## src/rtl/dphy_seq_pkg.sv

```systemverilog
`timescale 1ns/1ps
package dphy_seq_pkg;

    localparam int N_BANDS  = 39;
    localparam int N_WRITES = 7;

    typedef logic [31:0] bound_t;

    // Ascending upper bounds in Mbps and the band code for each.
    localparam bound_t BAND_HI [N_BANDS] = '{
          89,   99,  109,  129,  139,  149,  169,  179,  199,  219,
         239,  249,  269,  299,  329,  359,  399,  449,  499,  549,
         599,  649,  699,  749,  799,  849,  899,  949,  999, 1049,
        1099, 1149, 1199, 1249, 1299, 1349, 1399, 1449, 1500
    };
    localparam logic [6:0] BAND_CODE [N_BANDS] = '{
        7'h00, 7'h10, 7'h20, 7'h01, 7'h11, 7'h21, 7'h02, 7'h12, 7'h22, 7'h03,
        7'h13, 7'h23, 7'h04, 7'h14, 7'h05, 7'h15, 7'h25, 7'h06, 7'h16, 7'h07,
        7'h17, 7'h08, 7'h18, 7'h09, 7'h19, 7'h29, 7'h39, 7'h0a, 7'h1a, 7'h2a,
        7'h3a, 7'h0b, 7'h1b, 7'h2b, 7'h3b, 7'h0c, 7'h1c, 7'h2c, 7'h3c
    };

    typedef struct packed {
        logic [7:0] code;
        logic [7:0] data;
    } tc_wr_t;

    typedef enum logic [2:0] {
        SQ_IDLE, SQ_PREP, SQ_CLR, SQ_SETTLE, SQ_ISSUE, SQ_WAIT
    } sq_state_t;

    // Order of these steps is the handshake order on the test port.
    typedef enum logic [2:0] {
        TP_CLK_HI, TP_CODE, TP_EN_HI, TP_CLK_LO, TP_EN_LO, TP_DATA, TP_CLK_RISE
    } tp_step_t;

    // First bound at or above the rate wins; past the table the band is 0.
    function automatic logic [6:0] band_of(input bound_t rate);
        logic hit;
        band_of = '0;
        hit     = 1'b0;
        for (int i = 0; i < N_BANDS; i++) begin
            if (!hit && rate <= BAND_HI[i]) begin
                band_of = BAND_CODE[i];
                hit     = 1'b1;
            end
        end
    endfunction

    // The fixed configuration write list.
    function automatic tc_wr_t wr_entry(input logic [2:0] idx, input logic [6:0] band);
        case (idx)
            3'd0:    wr_entry = '{code: 8'h34, data: 8'h00};
            3'd1:    wr_entry = '{code: 8'h44, data: {band, 1'b0}};
            3'd2:    wr_entry = '{code: 8'h54, data: 8'h00};
            3'd3:    wr_entry = '{code: 8'h84, data: 8'h00};
            3'd4:    wr_entry = '{code: 8'h94, data: 8'h00};
            3'd5:    wr_entry = '{code: 8'h75, data: 8'h04};
            default: wr_entry = '{code: 8'h00, data: 8'h00};
        endcase
    endfunction

endpackage

```

## src/rtl/dphy_band_lut.sv

```systemverilog
`timescale 1ns/1ps
module dphy_band_lut
    import dphy_seq_pkg::*;
#(
    parameter int RATE_W = 12
) (
    input  logic [RATE_W-1:0] rate_mbps,
    output logic [6:0]        band
);

    always_comb begin
        band = band_of(bound_t'(rate_mbps));
    end

endmodule

```

## src/rtl/dphy_tp_driver.sv

```systemverilog
`timescale 1ns/1ps
module dphy_tp_driver
    import dphy_seq_pkg::*;
#(
    parameter int HOLD_CYC = 4
) (
    input  logic       clk,
    input  logic       rst,
    input  logic       go,
    input  logic [7:0] code,
    input  logic [7:0] data,
    output logic       wr_done,
    output logic       testclk,
    output logic       testen,
    output logic [7:0] testdin
);

    localparam int HW = (HOLD_CYC < 2) ? 1 : $clog2(HOLD_CYC);

    logic          active;
    tp_step_t      step;
    tp_step_t      nxt;
    tp_step_t      tgt;
    logic          load;
    logic [HW-1:0] hcnt;
    logic [7:0]    code_q;
    logic [7:0]    data_q;

    always_comb begin
        nxt  = tp_step_t'(step + 3'd1);
        tgt  = active ? nxt : TP_CLK_HI;
        load = active ? (hcnt == '0 && step != TP_CLK_RISE) : go;
    end

    always_ff @(posedge clk) begin
        if (rst) begin
            active  <= 1'b0;
            step    <= TP_CLK_HI;
            hcnt    <= '0;
            code_q  <= '0;
            data_q  <= '0;
            wr_done <= 1'b0;
            testclk <= 1'b1;
            testen  <= 1'b0;
            testdin <= '0;
        end else begin
            wr_done <= 1'b0;
            if (!active && go) begin
                active <= 1'b1;
                code_q <= code;
                data_q <= data;
            end
            if (active && hcnt != '0) begin
                hcnt <= hcnt - 1'b1;
            end
            if (active && hcnt == '0 && step == TP_CLK_RISE) begin
                active  <= 1'b0;
                wr_done <= 1'b1;
            end
            if (load) begin
                step <= tgt;
                hcnt <= HW'(HOLD_CYC - 1);
                case (tgt)
                    TP_CLK_HI:   testclk <= 1'b1;
                    TP_CODE:     testdin <= code_q;
                    TP_EN_HI:    testen  <= 1'b1;
                    TP_CLK_LO:   testclk <= 1'b0;
                    TP_EN_LO:    testen  <= 1'b0;
                    TP_DATA:     testdin <= data_q;
                    TP_CLK_RISE: testclk <= 1'b1;
                    default:     testclk <= 1'b1;
                endcase
            end
        end
    end

    // Code is captured on the falling test clock, so enable must be high there.
    AST_CODE_EDGE_EN: assert property (@(posedge clk) disable iff (rst)
        $fell(testclk) |-> testen);
    // Data is captured on the rising test clock, so enable must be low there.
    AST_DATA_EDGE_NOEN: assert property (@(posedge clk) disable iff (rst)
        $rose(testclk) |-> !testen);
    // Enable and clock never move together.
    AST_NO_JOINT_EDGE: assert property (@(posedge clk) disable iff (rst)
        $changed(testen) |-> $stable(testclk));

endmodule

```

## src/rtl/dphy_seq_ctrl.sv

```systemverilog
`timescale 1ns/1ps
module dphy_seq_ctrl
    import dphy_seq_pkg::*;
#(
    parameter int NUM_LANES  = 4,
    parameter int LCW        = 3,
    parameter int CLR_CYC    = 20000,
    parameter int SETTLE_CYC = 20000
) (
    input  logic                 clk,
    input  logic                 rst,
    input  logic                 start,
    input  logic [LCW-1:0]       lane_cnt,
    input  logic [6:0]           band_in,
    input  logic                 wr_done,
    output logic                 busy,
    output logic                 done,
    output logic [NUM_LANES-1:0] lane_en,
    output logic [NUM_LANES-1:0] force_rx,
    output logic [NUM_LANES-1:0] force_txstop,
    output logic [NUM_LANES-1:0] turn_req,
    output logic [NUM_LANES-1:0] turn_dis,
    output logic                 testclr,
    output logic                 wr_go,
    output logic [7:0]           wr_code,
    output logic [7:0]           wr_data
);

    localparam int TMAX = (CLR_CYC > SETTLE_CYC) ? CLR_CYC : SETTLE_CYC;
    localparam int TW   = $clog2(TMAX + 1);
    localparam int IW   = $clog2(N_WRITES);

    sq_state_t     state;
    logic [TW-1:0] tmr;
    logic [IW-1:0] idx;
    logic [6:0]    band_q;
    tc_wr_t        wr_q;

    function automatic logic [NUM_LANES-1:0] lane_mask(input logic [LCW-1:0] cnt);
        int n;
        if (cnt == '0)                    n = 1;
        else if (int'(cnt) > NUM_LANES)   n = NUM_LANES;
        else                              n = int'(cnt);
        for (int i = 0; i < NUM_LANES; i++) lane_mask[i] = (i < n);
    endfunction

    assign busy    = (state != SQ_IDLE);
    assign wr_code = wr_q.code;
    assign wr_data = wr_q.data;

    always_ff @(posedge clk) begin
        if (rst) begin
            state        <= SQ_IDLE;
            tmr          <= '0;
            idx          <= '0;
            band_q       <= '0;
            wr_q         <= '0;
            wr_go        <= 1'b0;
            done         <= 1'b0;
            testclr      <= 1'b0;
            lane_en      <= '0;
            force_rx     <= '0;
            force_txstop <= '0;
            turn_req     <= '0;
            turn_dis     <= '0;
        end else begin
            wr_go <= 1'b0;
            done  <= 1'b0;
            case (state)
                SQ_IDLE: begin
                    if (start) begin
                        lane_en      <= lane_mask(lane_cnt);
                        band_q       <= band_in;
                        force_rx     <= '0;
                        force_txstop <= '0;
                        turn_req     <= '0;
                        turn_dis     <= '1;
                        idx          <= '0;
                        state        <= SQ_PREP;
                    end
                end
                SQ_PREP: begin
                    testclr <= 1'b1;
                    tmr     <= TW'(CLR_CYC - 1);
                    state   <= SQ_CLR;
                end
                SQ_CLR: begin
                    if (tmr == '0) begin
                        testclr <= 1'b0;
                        tmr     <= TW'(SETTLE_CYC - 1);
                        state   <= SQ_SETTLE;
                    end else begin
                        tmr <= tmr - 1'b1;
                    end
                end
                SQ_SETTLE: begin
                    if (tmr == '0) state <= SQ_ISSUE;
                    else           tmr   <= tmr - 1'b1;
                end
                SQ_ISSUE: begin
                    wr_q  <= wr_entry(3'(idx), band_q);
                    wr_go <= 1'b1;
                    state <= SQ_WAIT;
                end
                SQ_WAIT: begin
                    if (wr_done) begin
                        if (idx == IW'(N_WRITES - 1)) begin
                            done  <= 1'b1;
                            idx   <= '0;
                            state <= SQ_IDLE;
                        end else begin
                            idx   <= idx + 1'b1;
                            state <= SQ_ISSUE;
                        end
                    end
                end
                default: state <= SQ_IDLE;
            endcase
        end
    end

    AST_LANE_MASK_CONTIG: assert property (@(posedge clk) disable iff (rst)
        busy |-> (lane_en != '0) && ((lane_en & (lane_en + 1'b1)) == '0));
    AST_NO_RESAMPLE_BUSY: assert property (@(posedge clk) disable iff (rst)
        (busy && $past(busy)) |-> ($stable(lane_en) && $stable(band_q)));
    AST_MODE_AT_CLEAR: assert property (@(posedge clk) disable iff (rst)
        testclr |-> (turn_dis == '1 && turn_req == '0 && force_rx == '0 && force_txstop == '0));
    AST_DONE_SINGLE: assert property (@(posedge clk) disable iff (rst)
        done |=> !done);
    AST_DONE_NOT_BUSY: assert property (@(posedge clk) disable iff (rst)
        done |-> !busy);

endmodule

```

## src/rtl/dphy_rx_bringup.sv

```systemverilog
`timescale 1ns/1ps
module dphy_rx_bringup
    import dphy_seq_pkg::*;
#(
    parameter int NUM_LANES  = 4,
    parameter int LCW        = $clog2(NUM_LANES + 1),
    parameter int RATE_W     = 12,
    parameter int CLR_CYC    = 20000,
    parameter int SETTLE_CYC = 20000,
    parameter int HOLD_CYC   = 4
) (
    input  logic                 clk,
    input  logic                 rst,
    input  logic                 start,
    input  logic [LCW-1:0]       lane_cnt,
    input  logic [RATE_W-1:0]    rate_mbps,
    output logic                 busy,
    output logic                 done,
    output logic [NUM_LANES-1:0] lane_en,
    output logic [NUM_LANES-1:0] force_rx,
    output logic [NUM_LANES-1:0] force_txstop,
    output logic [NUM_LANES-1:0] turn_req,
    output logic [NUM_LANES-1:0] turn_dis,
    output logic                 phy_testclr,
    output logic                 phy_testclk,
    output logic                 phy_testen,
    output logic [7:0]           phy_testdin
);

    logic [6:0] band;
    logic       wr_go;
    logic       wr_done;
    logic [7:0] wr_code;
    logic [7:0] wr_data;

    dphy_band_lut #(.RATE_W(RATE_W)) u_lut (
        .rate_mbps (rate_mbps),
        .band      (band)
    );

    dphy_seq_ctrl #(
        .NUM_LANES  (NUM_LANES),
        .LCW        (LCW),
        .CLR_CYC    (CLR_CYC),
        .SETTLE_CYC (SETTLE_CYC)
    ) u_ctrl (
        .clk          (clk),
        .rst          (rst),
        .start        (start),
        .lane_cnt     (lane_cnt),
        .band_in      (band),
        .wr_done      (wr_done),
        .busy         (busy),
        .done         (done),
        .lane_en      (lane_en),
        .force_rx     (force_rx),
        .force_txstop (force_txstop),
        .turn_req     (turn_req),
        .turn_dis     (turn_dis),
        .testclr      (phy_testclr),
        .wr_go        (wr_go),
        .wr_code      (wr_code),
        .wr_data      (wr_data)
    );

    dphy_tp_driver #(.HOLD_CYC(HOLD_CYC)) u_drv (
        .clk     (clk),
        .rst     (rst),
        .go      (wr_go),
        .code    (wr_code),
        .data    (wr_data),
        .wr_done (wr_done),
        .testclk (phy_testclk),
        .testen  (phy_testen),
        .testdin (phy_testdin)
    );

    AST_CLEAR_CLK_HIGH: assert property (@(posedge clk) disable iff (rst)
        phy_testclr |-> (phy_testclk && !phy_testen));
    AST_IDLE_CLK_HIGH: assert property (@(posedge clk) disable iff (rst)
        !busy |-> (phy_testclk && !phy_testen && !phy_testclr));

endmodule

```

## config.mk

```make
export PLATFORM = sky130hd
export DESIGN_NAME = dphy_rx_bringup
export DESIGN_NICKNAME = d
export VERILOG_FILES = /design/src/rtl/dphy_seq_pkg.sv /design/src/rtl/dphy_band_lut.sv /design/src/rtl/dphy_tp_driver.sv /design/src/rtl/dphy_seq_ctrl.sv /design/src/rtl/dphy_rx_bringup.sv
export SDC_FILE = /design/constraint.sdc
export NUM_CORES = 1
export LEC_CHECK = 0
export BUFFER_PORTS_ARGS = -buffer_cell sky130_fd_sc_hd__buf_2
export CORE_UTILIZATION = 34
export DETAILED_ROUTE_END_ITERATION = 7
export GPL_TIMING_DRIVEN = 0
export MAX_ROUTING_LAYER = met4
export PLACE_DENSITY = 0.49
export REMOVE_ABC_BUFFERS = 1
export SYNTH_ARGS = -nofsm -noshare
export SYNTH_HDL_FRONTEND = slang
export SYNTH_SLANG_ARGS = --single-unit
```

## constraint.sdc

```tcl
create_clock -name clk -period 7.1 [get_ports clk]
set_clock_uncertainty 0.1 [all_clocks]
set_input_delay 0.355 -clock clk [delete_from_list [all_inputs] [get_ports clk]]
set_output_delay 0.355 -clock clk [all_outputs]
set_load 0.01 [all_outputs]
```

==> results.tsv <==
stage	metric	value	unit
run_status	status	finished, final reports clean	
worst_setup_path	r2r startpoint	u_ctrl.tmr[0]	
route	Via Count	4217	
worst_hold_path	min-delay src	lane_cnt[2]	
global_route	largest net degree at the start of global routing	72	
worst_setup_path	max incr delay on CP	620	ps
worst_setup_path	FF-to-FF End	u_ctrl.tmr[3]	
power	Cell Pwr Density	236.9	mW/mm^2
power	share of power burned in registers	42.1	%
clocking	CTS resizes	0	
sta	Slew Viols, Final	0	
cells_and_area	total inserted antenna cells	0	
placement	hpwl dp	7769	um
sta	Final setup viols	0	
clocking	CTS Buf Count	9	
worst_hold_path	Hold Path End	u_ctrl.lane_en[3]	
worst_setup_path	CP Max Fanout	12	
clocking	CTS tree	done	
clocking	Bufs on Longest Clock Path	2	
sta	crit path time final	2921	ps
synthesis	FF+latch count, synth	76	
placement	port bufs	38	
cells_and_area	commonest non-fill, non-tap cell in the layout	nor2_1	
power	Logic pwr share	19.5	%
synthesis	Post-synth EDFFs	0	
sta	maximum clock rate	0.3424	GHz
synthesis	Yosys Warn Count	0	
route	drt drc	0	
worst_setup_path	Max stage delay cell, worst path	or4b_2	
power	P_sw	0.0003517	W
clocking	Clk pin slew, worst setup/hold paths	60	ps
power	Pint	0.0007807	W
floorplan	IO Pins	51	
floorplan	Rows	40	
floorplan	Die Ht	115.0	um
global_route	number of global-route vias before repair	3735	
worst_setup_path	CP endpoint kind	flip-flop	
route	DRT Wirelength	11290	um
worst_setup_path	Worst R2R Path Depth	8	
global_route	initial antenna violation count	0	
route	WL/cell	14.78	um
flow_run	Max Cap Viol	0	
worst_setup_path	CP cell instances	inv_1 -> ha_1 -> or4b_2 -> or3_1 -> o41a_1 -> nand2_1 -> xor2_1 -> a21oi_1	
cells_and_area	Area growth syn-to-layout	10.18	%
placement	GP Congestion	0.9086	
clocking	clock sink total	76	
global_route	global-route usage over all layers	18.48	%
sta	Worst Tran Pin Value	1311	ps
floorplan	Starting Density	35.53	%
power	P_leak	1.725	nW
route	DR iter-0 viols	391	
worst_setup_path	Setup crit start kind	flip-flop	
sta	final period utilization	41.14	%
floorplan	Core ar.	0.01221	sq mm
clocking	clk_lat worst skew	340	ps
clocking	setup bufs post-CTS	0	
route	drt pass-1 iters	5	
clocking	CTS Hold Bufs	0	
power	Switching Share	31.06	%
route	ANT nets after route	0	
synthesis	Post-synth ARST share	0	%
cells_and_area	most frequent cells in the layout	nor2_1, dfxtp_1, nand2_1, a21oi_1, buf_2	
floorplan	Die Area	0.01322	sq mm
worst_setup_path	arrival time at the worst endpoint	2980	ps
worst_hold_path	hold crit path type	in2reg	
worst_hold_path	WHS Path Cells	3	
clocking	H-tree depth	3	
sta	headroom to the max-slew limit	12.58	%
synthesis	Post-Syn Area	0.004339	sq mm
floorplan	DIE WIDTH	115.0	um
cells_and_area	layout cell share with drive strength beyond 1	10.40	%
cells_and_area	nets@finish	613	
sta	RSZ-0062 raised after global routing	no	
sta	Hold Fails Final Rpt	0	
synthesis	Post-Syn Instances	590	
synthesis	register area share after synthesis	35.06	%
power	peak supply drop	0.0001205	V
worst_setup_path	number of buffers and inverters on the critical path	1	
worst_setup_path	flop2flop setup slack	4180	ps
route	vias per cell	5.520	
global_route	gr ovfl total	0	
sta	hold slack final	180.9	ps
sta	Fin Setup TNS	0	ps
synthesis	Yosys cell types	66	
clocking	Clock Tree Root	clkbuf_16	
global_route	first-pass GRT wire length	18840	um
synthesis	Post-synth top flop	dfxtp_1	
worst_setup_path	Critical Path RT	7160	ps
power	Clock power frac	38.4	%
synthesis	Avg Cell Area, Syn	7.355	sq um
worst_setup_path	Crit Path Class	reg2reg	
worst_setup_path	Crit path max-delay family	simple AND/OR/NAND/NOR gates	
==> tightest hold or removal path: stages <==
cell	delay [ps]
buf_2	110
nand2_1	50
a21oi_1	50
==> state kept, by name, indices dropped and copies added, names as in the netlist, 3 cells and up <==
signal          flops
u_ctrl.lane_en      4
u_ctrl.state        3
u_drv.step          3
u_drv.data_q        6
u_drv.code_q        6
u_ctrl.idx          3
u_ctrl.wr_code      6
u_ctrl.wr_data      6
u_drv.testdin       8
u_ctrl.tmr         15
u_ctrl.band_q       6
==> through the flow <==
stage	area [sq um]	utilization, %	setup WS, ps	power (W)	instances
floorplan	4094	-	4523	0.0006305	542
global placement	4494	36.80	4166	0.0007026	748
detailed placement	4494	36.80	4188	0.0007045	748
CTS	4781	39.15	4163	0.001144	764
global route	4781	39.15	4001	0.001193	764
finish	4781	39.15	4179	0.001132	764
==> area by class of cell <==
class                   count  area (sq um)
clock inverters             6         47.55
flip-flops and latches     76          1521
well taps                 168         210.2
fillers                  1303          7431
inverters                  13         48.80
clock buffers              10         239.0
repair buffers             38         190.2
multi-input cells         453          2524
==> Yosys cell counts, types with 4 or more instances <==
cell type | count | share of area, %
a211oi_1 | 9 | 1.6
a21oi_1 | 48 | 5.5
a22oi_1 | 12 | 2.1
a311oi_1 | 8 | 1.6
a31oi_1 | 11 | 1.6
and2_1 | 7 | 1.0
buf_4 | 15 | 2.6
clkbuf_1 | 41 | 3.5
dfxtp_1 | 76 | 35
ha_1 | 4 | 1.2
inv_1 | 13 | 1.1
nand2_1 | 70 | 6.1
nand2b_1 | 6 | 0.87
nand3_1 | 20 | 2.3
nand4_1 | 5 | 0.72
nor2_1 | 78 | 6.7
nor2b_1 | 8 | 1.2
nor3_1 | 32 | 3.7
nor4_1 | 5 | 0.72
o21ai_0 | 23 | 2.7
o22ai_1 | 5 | 0.72
or2_2 | 4 | 0.58
or3_1 | 11 | 1.6
xor2_1 | 11 | 2.2
==> cells by family after synthesis <==
logic type,Yosys count,share of synthesized area (%)
and+or+nand+nor,264,28.81
AOI/OAI and AO/OA,159,24.31
DFF,76,35.06
buffers and inverters,72,7.728
xor gates and xnor gates,13,2.624
adders and majority gates,4,1.153
other,1,0.08642
muxes,1,0.2307
==> metal layers <==
metal / vias up / GRT usage (%) / share of wire (%)
met2: 139 / 27.63 / 44
met4: 0 / 6.753 / 1.8
met5: - / - / 0
met3: 17 / 3.901 / 6.0
met1: 1958 / 24.43 / 48
li1: 2103 / - / -
==> power by group through the flow <==
| stage | logic [W] | registers [W] | clock network, W |
|---|---|---|---|
| 2_1_floorplan | 0.000147 | 0.000483 | 0 |
| 3_3_place_gp | 0.000217 | 0.000485 | 0 |
| 3_5_place_dp | 0.000219 | 0.000486 | 0 |
| 4_1_cts | 0.000221 | 0.000477 | 0.000447 |
| 5_1_grt | 0.000247 | 0.000481 | 0.000465 |
| 6_report | 0.000221 | 0.000477 | 0.000435 |
==> how the worst max path moves through the flow <==
stage,startpoint,endpoint,slack (ps),cells after the start
floorplan,u_ctrl.tmr[0],u_ctrl.tmr[3],4520,8
global placement,rate_mbps[8],u_ctrl.band_q[4],4170,7
detailed placement,rate_mbps[8],u_ctrl.band_q[4],4190,7
CTS,u_ctrl.tmr[0],u_ctrl.tmr[3],4160,8
global route,u_ctrl.tmr[0],u_ctrl.tmr[3],4000,8
finish,u_ctrl.tmr[0],u_ctrl.tmr[3],4180,8
Note: power is estimated with default switching activity, not from simulation.
